**src/rtl/pciRdPkg.sv**
```systemverilog
package pciRdPkg;

  localparam logic [3:0] IO_RD_CMD = 4'b0010;

  typedef enum logic [2:0] {
    ST_IDLE,
    ST_ADDR,
    ST_WAIT,
    ST_RESP,
    ST_DRIVE
  } rdState_t;

  typedef struct packed {
    logic latchReq;
    logic capture;
    logic abortFill;
    logic driveAddr;
    logic driveBe;
    logic driveLocal;
  } rdStrobes_t;

endpackage

```
**src/rtl/pciRdCtrl.sv**
```systemverilog
module pciRdCtrl
  import pciRdPkg::*;
#(
  parameter int ABORT_CLKS = 5
) (
  input  logic       clk,
  input  logic       rstN,
  input  logic       locStrbN,
  input  logic       locRnW,
  input  logic       devselN,
  input  logic       trdyN,
  output rdStrobes_t strobes,
  output logic       frameN,
  output logic       irdyN,
  output logic       locRdyN
);

  localparam int CNT_W = (ABORT_CLKS > 1) ? $clog2(ABORT_CLKS) : 1;
  localparam logic [CNT_W-1:0] CNT_LIMIT = CNT_W'(ABORT_CLKS - 1);

  rdState_t   state, stateNext;
  logic       strbPrevN;
  logic       devselSeen;
  logic [CNT_W-1:0] waitCnt;
  logic       startReq;

  assign startReq = strbPrevN && !locStrbN && locRnW;

  always_comb begin
    stateNext = state;
    strobes   = '0;
    unique case (state)
      ST_IDLE: begin
        if (startReq) begin
          strobes.latchReq = 1'b1;
          stateNext        = ST_ADDR;
        end
      end
      ST_ADDR: begin
        strobes.driveAddr = 1'b1;
        stateNext         = ST_WAIT;
      end
      ST_WAIT: begin
        strobes.driveBe = 1'b1;
        if (!trdyN && !devselN) begin
          strobes.capture = 1'b1;
          stateNext       = ST_RESP;
        end else if (devselN && !devselSeen && waitCnt == CNT_LIMIT) begin
          strobes.abortFill = 1'b1;
          stateNext         = ST_RESP;
        end
      end
      ST_RESP:  stateNext = ST_DRIVE;
      ST_DRIVE: begin
        strobes.driveLocal = 1'b1;
        stateNext          = ST_IDLE;
      end
      default:  stateNext = ST_IDLE;
    endcase
  end

  always_ff @(posedge clk or negedge rstN) begin
    if (!rstN) begin
      state      <= ST_IDLE;
      strbPrevN  <= 1'b1;
      devselSeen <= 1'b0;
      waitCnt    <= '0;
    end else begin
      state     <= stateNext;
      strbPrevN <= locStrbN;
      if (state != ST_WAIT) begin
        devselSeen <= 1'b0;
        waitCnt    <= '0;
      end else begin
        if (!devselN) devselSeen <= 1'b1;
        if (waitCnt != CNT_LIMIT) waitCnt <= waitCnt + 1'b1;
      end
    end
  end

  assign frameN  = (state != ST_ADDR);
  assign irdyN   = (state != ST_WAIT);
  assign locRdyN = (state != ST_RESP);

  // address phase lasts one clock
  a_r3_frame_one_clock: assert property (@(posedge clk) disable iff (!rstN)
    !frameN |=> frameN);
  // initiator ready follows release of FRAME#
  a_r4_irdy_after_frame: assert property (@(posedge clk) disable iff (!rstN)
    !frameN |=> !irdyN);
  // local ready is a single-clock pulse, with IRDY# released
  a_r6_rdy_single: assert property (@(posedge clk) disable iff (!rstN)
    !locRdyN |=> locRdyN);
  a_r6_irdy_released: assert property (@(posedge clk) disable iff (!rstN)
    !locRdyN |-> irdyN);

endmodule

```
**src/rtl/pciRdDatapath.sv**
```systemverilog
module pciRdDatapath
  import pciRdPkg::*;
#(
  parameter int ADDR_W = 32,
  parameter int DATA_W = 32,
  parameter int BE_W   = 4
) (
  input  logic              clk,
  input  logic              rstN,
  input  rdStrobes_t        strobes,
  input  logic [ADDR_W-1:0] locAddr,
  input  logic [BE_W-1:0]   locByteEnN,
  input  logic [DATA_W-1:0] adIn,
  output logic [ADDR_W-1:0] adOut,
  output logic              adOe,
  output logic [BE_W-1:0]   cbeOut,
  output logic              cbeOe,
  output logic [DATA_W-1:0] locData,
  output logic              locDataOe
);

  logic [ADDR_W-1:0] addrReg;
  logic [BE_W-1:0]   beReg;
  logic [DATA_W-1:0] dataReg;

  always_ff @(posedge clk or negedge rstN) begin
    if (!rstN) begin
      addrReg <= '0;
      beReg   <= '0;
      dataReg <= '0;
    end else begin
      if (strobes.latchReq) begin
        addrReg <= locAddr;
        beReg   <= locByteEnN;
      end
      if (strobes.capture)        dataReg <= adIn;
      else if (strobes.abortFill) dataReg <= '1;
    end
  end

  assign adOut     = addrReg;
  assign adOe      = strobes.driveAddr;
  assign cbeOut    = strobes.driveAddr ? BE_W'(IO_RD_CMD) : beReg;
  assign cbeOe     = strobes.driveAddr | strobes.driveBe;
  assign locData   = dataReg;
  assign locDataOe = strobes.driveLocal;

  // AD is released for turnaround after its single driven clock
  a_r4_ad_turnaround: assert property (@(posedge clk) disable iff (!rstN)
    adOe |=> !adOe);
  // local data is driven for one clock only
  a_r8_ld_one_clock: assert property (@(posedge clk) disable iff (!rstN)
    locDataOe |=> !locDataOe);

endmodule

```
**src/rtl/pciRdInitiator.sv**
```systemverilog
module pciRdInitiator
  import pciRdPkg::*;
#(
  parameter int ADDR_W     = 32,
  parameter int DATA_W     = 32,
  parameter int BE_W       = 4,
  parameter int ABORT_CLKS = 5
) (
  input  logic              clk,
  input  logic              rstN,
  input  logic              locStrbN,
  input  logic              locRnW,
  input  logic [ADDR_W-1:0] locAddr,
  input  logic [BE_W-1:0]   locByteEnN,
  output logic [DATA_W-1:0] locData,
  output logic              locDataOe,
  output logic              locRdyN,
  output logic              frameN,
  output logic              irdyN,
  output logic [ADDR_W-1:0] adOut,
  output logic              adOe,
  input  logic [DATA_W-1:0] adIn,
  output logic [BE_W-1:0]   cbeOut,
  output logic              cbeOe,
  input  logic              devselN,
  input  logic              trdyN
);

  rdStrobes_t strobes;

  pciRdCtrl #(.ABORT_CLKS(ABORT_CLKS)) ctrl_i (
    .clk      (clk),
    .rstN     (rstN),
    .locStrbN (locStrbN),
    .locRnW   (locRnW),
    .devselN  (devselN),
    .trdyN    (trdyN),
    .strobes  (strobes),
    .frameN   (frameN),
    .irdyN    (irdyN),
    .locRdyN  (locRdyN)
  );

  pciRdDatapath #(.ADDR_W(ADDR_W), .DATA_W(DATA_W), .BE_W(BE_W)) dp_i (
    .clk        (clk),
    .rstN       (rstN),
    .strobes    (strobes),
    .locAddr    (locAddr),
    .locByteEnN (locByteEnN),
    .adIn       (adIn),
    .adOut      (adOut),
    .adOe       (adOe),
    .cbeOut     (cbeOut),
    .cbeOe      (cbeOe),
    .locData    (locData),
    .locDataOe  (locDataOe)
  );

  // buses are released while the local ready pulse is low
  a_r6_bus_released: assert property (@(posedge clk) disable iff (!rstN)
    !locRdyN |-> (!adOe && !cbeOe));
  // local data follows the ready pulse
  a_r8_ld_after_rdy: assert property (@(posedge clk) disable iff (!rstN)
    !locRdyN |=> (locDataOe && locRdyN));

endmodule

```
**config.mk**
```make
export PLATFORM = sky130hd
export DESIGN_NAME = pciRdInitiator
export DESIGN_NICKNAME = d
export VERILOG_FILES = /design/src/rtl/pciRdPkg.sv /design/src/rtl/pciRdCtrl.sv /design/src/rtl/pciRdDatapath.sv /design/src/rtl/pciRdInitiator.sv
export SDC_FILE = /design/constraint.sdc
export NUM_CORES = 1
export LEC_CHECK = 0
export BUFFER_PORTS_ARGS = -buffer_cell sky130_fd_sc_hd__buf_2
export CAP_MARGIN = 20
export CORE_MARGIN = 5
export CORE_UTILIZATION = 45
export CTS_BUF_LIST = sky130_fd_sc_hd__clkbuf_16
export CTS_CLUSTER_SIZE = 30
export DETAILED_ROUTE_END_ITERATION = 12
export GPL_ROUTABILITY_DRIVEN = 0
export PLACE_DENSITY_LB_ADDON = 0.3
export SYNTH_ARGS = -nofsm -noshare
export SYNTH_HDL_FRONTEND = slang
export SYNTH_SLANG_ARGS = --single-unit
```
**constraint.sdc**
```tcl
create_clock -name clk -period 1.9 [get_ports clk]
set_input_delay 0.38 -clock clk [delete_from_list [all_inputs] [get_ports clk]]
set_output_delay 0.38 -clock clk [all_outputs]
set_load 0.02 [all_outputs]
```
==> out/results.ini, run 1 <==
[logic_synthesis]
yosysSeqAreaShare=0.6596
synthCells=191
yosys_register_bits=76
synth_common_cells=dfrtp_1 (75), mux2_2 (36), o22a_1 (32), buf_2 (6), nand2_1 (6)
synth_flop_cell=dfrtp_1
syn-cell-area_um2=2885
synthDistinctLibCells=25
synth_top_area_frac=0.6505
yosys.area.top_type=dfrtp_1
avgSynthCellArea_um2=15.11
synth.most_common_cell=dfrtp_1
ys_async_sr_fraction=1.000
ys_warn_count=0
synth_area_leaders=dfrtp_1 (65%), mux2_2 (14%), o22a_1 (9.7%)
synth_edf_count=0
synth_fp_nets=267

[cts]
clkTransAtPathRegs_ns=0.06
cts.sinks=76
clk_latency_ns=0.32
cts_tree=built
h-tree-depth=3
clockRootBuffer=clkbuf_16
cts.path.max_buffers=2
numCtsBuffers=9

[worst_hold_path]
hold_path.class=input pin to async pin

[die]
rows=29
start_util=0.4596
core_region_area_um2=6277
top_level_ports=148
fp.dieArea_um2=8114
die_h_um=90.08
dieWidth_um=90.08

[placement]
dp_hpwl_mm=4.803
dpl-instance-area_um2=3711
dp_worst_setup_slack_ns=0.2062
portBuffers=147

[timing]
setup_tns_ns=0
rsz0062_at_grt=false
timing.hold.ws_ns=0.02541
final-max-slew-violation-count=0
finalWorstPathRequiredPeriod_ns=1.796
skew_ns=0.007850
fmax_ghz=0.5567
tightest_slew_ns=0.5079
finalCritPeriodShare=0.9455
finalHoldViolations=0
fin_ws_ns=0.1036
slew-limit-headroom=0.6614
setup_viol=0

[finish]
nets=421
design_area_um2=3968
antenna_cells=0
final_layout_size_suffix_gt1_frac=0.5931
area_growth_pct=37.51

[detailed_routing]
drt-wirelength-per-cell_um=15.14
drt_iter0_markers=70
vias_per_cell=4.833
drtPass1Iterations=4
wirelength_mm=6.451
vias=2059
ant_nets=0
route.detailed.drc=0

[pwr]
swShare=0.3721
power.density_nw_per_um2=1818
leakage_nw=1.981
p_sw_mw=2.684
p_int_mw=4.529
pwr-share-clk=0.201
ir_drop_mv=0.9186
combPwrFrac=0.418
p_seq_frac=0.382

[worst_setup_path]
crit_type=flip-flop to primary output
cp_data_required_time_ns=1.52
r2r_cells=4
timing.rr.start=ctrl_i.state[0]
rrSetupSlack_ns=0.22
reg2reg_to=dp_i.locData[19]
crit_path_max_fanout=8
crit_arrival_ns=1.42
start_kind=flip-flop
cp-end-kind=primary output

[run_status]
status=complete, no violations

[global_routing]
grt_pass1_vias=2260
grt_pass1_wl_mm=10.96
grt_max_degree=40
antenna_found_initial=0
track_usage=0.1652
grt_overflow_total=0

[run]
cap_violations=0

## placed cells by master, fill, tap and decap left out, types with 2 or more instances in the layout
cell type | Yosys | layout
buf_2 | 6 | 146
dfrtp_1 | 75 | 75
mux2_2 | 36 | 36
o22a_1 | 32 | 32
clkbuf_16 | 0 | 9
inv_1 | 5 | 8
buf_4 | 0 | 6
nor2_1 | 5 | 5
nand2_1 | 6 | 5
and2_1 | 3 | 3
clkinv_2 | 0 | 3
a21oi_1 | 2 | 2
ha_1 | 2 | 2
buf_12 | 0 | 2
## sequential cells by signal, summed over array words and instances, names as in the netlist
| signal | flops |
|---|---|
| dp_i.adOut | 32 |
| dp_i.locData | 32 |
| dp_i.beReg | 4 |
| ctrl_i.state | 3 |
| ctrl_i.waitCnt | 3 |
| ctrl_i.devselSeen | 1 |
| ctrl_i.strbPrevN | 1 |
## what timing repair did
action	4_1_cts	5_1_grt
endpoints found under the hold margin	0	0
buffers inserted	0	0
hold buffers	0	0
resized for setup	0	2
setup endpoints to repair	0	4
## worst max-delay path by stage
stage / startpoint / endpoint / cells past startpoint
3_5_place_dp: ctrl_i.state[0] / dp_i.locData[19] / 4
2_1_floorplan: ctrl_i.state[2] / dp_i.locData[10] / 6
4_1_cts: ctrl_i.state[2] / cbeOut[2] / 4
5_1_grt: ctrl_i.state[2] / cbeOut[3] / 4
6_report: ctrl_i.state[2] / cbeOut[2] / 4
3_3_place_gp: ctrl_i.state[0] / dp_i.locData[12] / 4
## critical path, stage by stage, from the launching register on
cell and delay, ns:
dfrtp_1 0.40, nor2_1 0.22, nand2_2 0.14, and2_1 0.18
buf_2 0.15
## routing by layer
metal  vias to the layer above  global-route usage  wire [µm]
met5                         -                   0          0
met4                         0             0.08809        109
met3                         9             0.04424        486
met2                        77              0.2683       3231
met1                       976              0.2000       2623
li1                        997                   -          -
## power groups by stage
stage / Combinational (mW) / Clock [mW] / Sequential, mW
final: 3.01 / 1.45 / 2.75
after global routing: 3.24 / 1.57 / 2.87
after CTS: 3.05 / 1.49 / 2.76
after detailed placement: 3.05 / 0 / 2.78
after global placement: 2.98 / 0 / 2.75
after floorplan: 1.10 / 0 / 3.63
## per-stage QoR
step	utilization	power, mW	cells
after global routing	0.6321	7.675	426
after detailed placement	0.5912	5.835	411
after CTS	0.6313	7.304	426
after global placement	0.5912	5.731	411
after floorplan	-	4.733	191
final	0.6321	7.213	426
## kinds of logic (layout without fill, tap and decap cells)
| family | count (synthesis) | in the layout | synth area share |
|---|---|---|---|
| AOI/OAI and AO/OA | 36 | 36 | 0.1071 |
| adders and majority gates | 2 | 2 | 0.008672 |
| xor gates and xnor gates | 1 | 1 | 0.003036 |
| DFF | 76 | 76 | 0.6596 |
| buffers and inverters | 16 | 174 | 0.03643 |
| and+or+nand+nor | 24 | 24 | 0.04467 |
| muxes | 36 | 36 | 0.1405 |
## cell type report
class                           count  area [µm²]
Clock buffer                        9       225.2
Clock inverter                      6       26.28
Inverter                            5       18.77
Tap cell                           77       96.34
Timing Repair Buffer              154       815.8
Multi-Input combinational cell     99       882.1
Fill cell                         529        2310
Sequential cell                    76        1903
Power figures use the tool's default switching activity.
==> inputs of run 2 (changes only) <==
clock period = 1.7 ns   (was 1.9 ns; I/O delays follow)
==> run 2 against run 1 <==
  * Global-route usage down 0.068 points
  * Design area up 1.9%
  * Via count grew 2.5%
  * Die area unchanged
  * Non-clock buffer count up 7
  * Sequential share of layout area down 0.89 points
  * First-iteration DRC count is 26% lower
  * Largest power group unchanged
==> out/results.ini, run 2 (synthesis gave the netlist of run 1 again) <==
[run_status]
status=complete, no violations

[cts]
cts.path.max_buffers=2
clockRootBuffer=clkbuf_16
numCtsBuffers=9
clkTransAtPathRegs_ns=0.05
cts.sinks=76
h-tree-depth=3
clk_latency_ns=0.32
cts_tree=built

[finish]
multi_input_area_um2=887.1
mostFrequentLayoutCell=buf_2
regArea_um2=1903
nets=428
final_core_util=0.6440
antenna_cells=0
final_cell_mix=buf_2 (145), dfrtp_1 (75), mux2_2 (36)
final_layout_size_suffix_gt1_frac=0.6056
area_growth_pct=40.11
nFillCells=486

[placement]
dp_hpwl_mm=4.823
portBuffers=147

[detailed_routing]
wirelength_mm=6.501
ant_nets=0
vias=2111
route.detailed.drc=0
drt_iter0_markers=52
drtPass1Iterations=4
drt-wirelength-per-cell_um=15.05
vias_per_cell=4.887

[pwr]
combPwrFrac=0.425
p_sw_mw=3.008
swShare=0.3691
power.density_nw_per_um2=2016
ir_drop_mv=1.175
pwr-share-clk=0.197
finalPower_mw=8.150
leakage_nw=2.008
p_int_mw=5.142
p_seq_frac=0.378

[die]
die_h_um=90.08
top_level_ports=148
start_util=0.4596
fp.dieArea_um2=8114
rows=29
dieWidth_um=90.08
core_region_area_um2=6277

[worst_setup_path]
startpoint=ctrl_i.state[2]
cp-end-kind=primary output
rrSetupSlack_ns=0.07
crit_path_max_fanout=4
crit_arrival_ns=1.34
cp_data_required_time_ns=1.36
reg2reg_to=dp_i.adOut[30]
start_kind=flip-flop
crit_type=flip-flop to primary output
timing.rr.start=ctrl_i.state[2]
r2r_cells=6

[global_routing]
grtUsageMet2=0.2768
track_usage=0.1645
grt_overflow_total=0
grt_max_degree=47
antenna_found_initial=1
top_usage_layer=met2
grt_pass1_vias=2264
use_met1=0.1895
grtUsageMet3=0.05175
grt_pass1_wl_mm=10.92

[run]
cap_violations=0

[timing]
setup_viol=0
rsz0062_at_grt=true
slew-limit-headroom=0.7527
final-max-slew-violation-count=0
timing.hold.ws_ns=0.1358
fmax_ghz=0.5953
finalWorstPathRequiredPeriod_ns=1.680
skew_ns=0.007644
finalCritPeriodShare=0.9882
tightest_slew_ns=0.3709
finalHoldViolations=0

[worst_hold_path]
hold_path.class=input pin to flip-flop
holdPathEnd=ctrl_i.strbPrevN
hp-start=locStrbN
whs_path_depth=1

==> run 2: cell count changes in the layout (fill, tap and decap cells not counted), sizes merged <==
cell	previous run	this run
buf	154	160
clkinv	3	4
dlygate4sd3	0	1
inv	8	6
==> run 2: repair_timing <==
action,CTS,global route
endpoints found under the setup margin,7,37
setup buffers,3,2
hold endpoints to repair,26,0
hold buffers,1,0
resized for setup,6,1
pin swaps,2,4
==> run 2: routing by layer <==
layer,up-vias,part of all wire
li1,1005,-
met1,1016,0.39
met2,78,0.52
met3,10,0.071
met4,2,0.014
met5,-,0.0011
==> run 2: through the flow <==
stage	TNS (ns)	area, µm²	worst slack [ns]	std cells
CTS	-0.1151	4036	-0.06885	431
floorplan	0	2885	0.03791	191
detailed placement	0	3739	0.1474	413
finish	0	4043	0.02008	432
global route	-0.08889	4043	-0.02589	432
global placement	0	3739	0.1925	413
==> run 2: layout make-up <==
class	count	share of cell area
tap	77	0.02383
timing repair buffer	161	0.2201
sequential	76	0.4708
multi-input combinational	99	0.2194
clock inverter	5	0.005571
inverter	5	0.004643
clock buffer	9	0.05571
==> run 2: worst max path at each step <==
stage	end	slack [ns]	cells past startpoint
finish	cbeOe	0.02	3
CTS	cbeOe	-0.07	4
detailed placement	dp_i.locData[18]	0.15	4
global placement	dp_i.locData[25]	0.19	4
global route	cbeOut[3]	-0.03	4
floorplan	dp_i.locData[10]	0.04	6
==> run 2: critical path, cell delays in order, from the launching register on <==
cell and delay (ns):
dfrtp_1 0.41, or3b_4 0.43, nand2_2 0.07, buf_6 0.11
==> run 2: power groups by stage <==
stage,Combinational (mW),Clock (mW),Sequential (mW)
floorplan,1.23,0,4.06
global route,3.71,1.73,3.20
CTS,3.52,1.65,3.09
detailed placement,3.42,0,3.11
finish,3.46,1.61,3.08
global placement,3.36,0,3.08
==> inputs of run 3 (changes only) <==
MAX_ROUTING_LAYER = met4   (was not set)
==> run 3 against run 2 <==
  * Clock-buffer cell count stayed put
  * Highest routed layer is now met4
  * Fmax about the same
  * Critical path depth is the same
  * Critical path type unchanged
  * First-iteration DRC count grew 21%
  * Design area is essentially flat
  * Critical endpoint unchanged
  * Wire length shrank 0.15%
  * Largest cell class unchanged
  * Worst setup slack gained 0.00086 ns
  * Global-route usage up 0.52 points
  * Flip-flop and latch count stayed put
  * Sequential power barely moved
==> out/results.ini, run 3 (synthesis gave the netlist of run 1 again) <==
[worst_hold_path]
whs_path_depth=1
hold_path.class=input pin to flip-flop

[placement]
dp_worst_setup_slack_ns=0.1474
dpl-instance-area_um2=3739
portBuffers=147
dp_cells=413
dp_hpwl_mm=4.823

[finish]
nets=428
final_layout_size_suffix_gt1_frac=0.6056
mostFrequentLayoutCell=buf_2
design_area_um2=4045
area_growth_pct=40.20
fin_cells=433
final_cell_mix=buf_2 (145), dfrtp_1 (75), mux2_2 (36)
nFillCells=485

[timing]
finalWorstPathRequiredPeriod_ns=1.679
skew_ns=0.007869
setup_viol=0
fmax_ghz=0.5956
final-max-slew-violation-count=0
finalHoldViolations=0
finalCritPeriodShare=0.9877
rsz0062_at_grt=true
tightest_slew_ns=0.3711
fin_ws_ns=0.02094
slew-limit-headroom=0.7526

[worst_setup_path]
crit_arrival_ns=1.34
crit_path_max_fanout=4
r2r_cells=6
cp_data_required_time_ns=1.36
cp-end-kind=primary output
start_kind=flip-flop
crit_type=flip-flop to primary output

[detailed_routing]
route.detailed.drc=0
drt_iter0_markers=63
vias=2108
vias_per_cell=4.868
wirelength_mm=6.491
drtPass1Iterations=4
ant_nets=0
drt-wirelength-per-cell_um=14.99

[cts]
clockRootBuffer=clkbuf_16
numCtsBuffers=9
cts.path.max_buffers=2
clk_latency_ns=0.32
cts_tree=built
clkTransAtPathRegs_ns=0.05
cts.sinks=76
h-tree-depth=3

[pwr]
p_seq_frac=0.378
pwr-share-clk=0.197
leakage_nw=2.008
finalPower_mw=8.149
p_sw_mw=3.007
ir_drop_mv=1.175
p_int_mw=5.142
power.density_nw_per_um2=2015
combPwrFrac=0.425
swShare=0.3690

[global_routing]
track_usage=0.1697
grt_max_degree=47
grt_overflow_total=0
antenna_found_initial=1
grt_pass1_wl_mm=10.94
grt_pass1_vias=2272

[die]
dieWidth_um=90.08
start_util=0.4596
core_region_area_um2=6277
top_level_ports=148
die_h_um=90.08
fp.dieArea_um2=8114
rows=29

[run]
cap_violations=0

[run_status]
status=complete, no violations

run 3: changes by cell type in the layout (fill, tap and decap cells not counted):
| cell | previous run | this run |
|---|---|---|
| diode_2 | 0 | 1 |
run 3: metrics by stage:
stage            util   TNS, ns  hold WS [ns]
2_1_floorplan       -         0       0.04441
3_3_place_gp   0.5956         0        0.2842
3_5_place_dp   0.5956         0        0.2843
4_1_cts        0.6430   -0.1151        0.1232
5_1_grt        0.6444  -0.08899        0.1242
6_report       0.6444         0        0.1358
run 3: final cells by class:
type                    instances  area (µm²)  area share
well taps                      77       96.34     0.02382
clock inverters                 5       22.52    0.005568
repair buffers                161       889.6      0.2199
flip-flops and latches         76        1903      0.4705
clock buffers                   9       225.2     0.05568
diodes                          1       2.502   0.0006186
multi-input cells              99       887.1      0.2193
inverters                       5       18.77    0.004640
run 3: power by group through the flow:
stage | logic (mW) | clock network, mW | registers [mW]
2_1_floorplan | 1.23 | 0 | 4.06
3_3_place_gp | 3.36 | 0 | 3.08
3_5_place_dp | 3.42 | 0 | 3.11
4_1_cts | 3.52 | 1.65 | 3.09
5_1_grt | 3.71 | 1.74 | 3.20
6_report | 3.46 | 1.60 | 3.08
run 3: worst paths after layout:
kind | startpoint | end | slack (ns)
worst min register to register | dp_i.beReg[3] | dp_i.beReg[3] | 0.49
max in group asynchronous | rstN | ctrl_i.waitCnt[0] | 0.65
worst min-delay path | locStrbN | ctrl_i.strbPrevN | 0.14
min in group asynchronous | rstN | dp_i.adOut[2] | 0.48
worst max register to register | ctrl_i.state[2] | dp_i.adOut[30] | 0.07
worst max-delay path | ctrl_i.state[2] | cbeOe | 0.02
run 3: routing by layer:
metal,track usage,vias up,wire length (µm)
li1,-,1006,-
met1,0.1950,1017,2572
met2,0.2774,75,3373
met3,0.04508,10,431
met4,0.07816,0,113
met5,-,-,0
run 3: repair_timing:
action	4_1_cts	5_1_grt
hold buffers	1	0
endpoints found under the hold margin	26	0
pin swaps	2	4
endpoints found under the setup margin	7	37
buffers inserted	3	2
gates resized for setup	6	1
run 3: worst max-delay path, stage by stage (launching register included):
cell and delay, ns:
dfrtp_1 0.41, or3b_4 0.43, nand2_2 0.07, buf_6 0.11
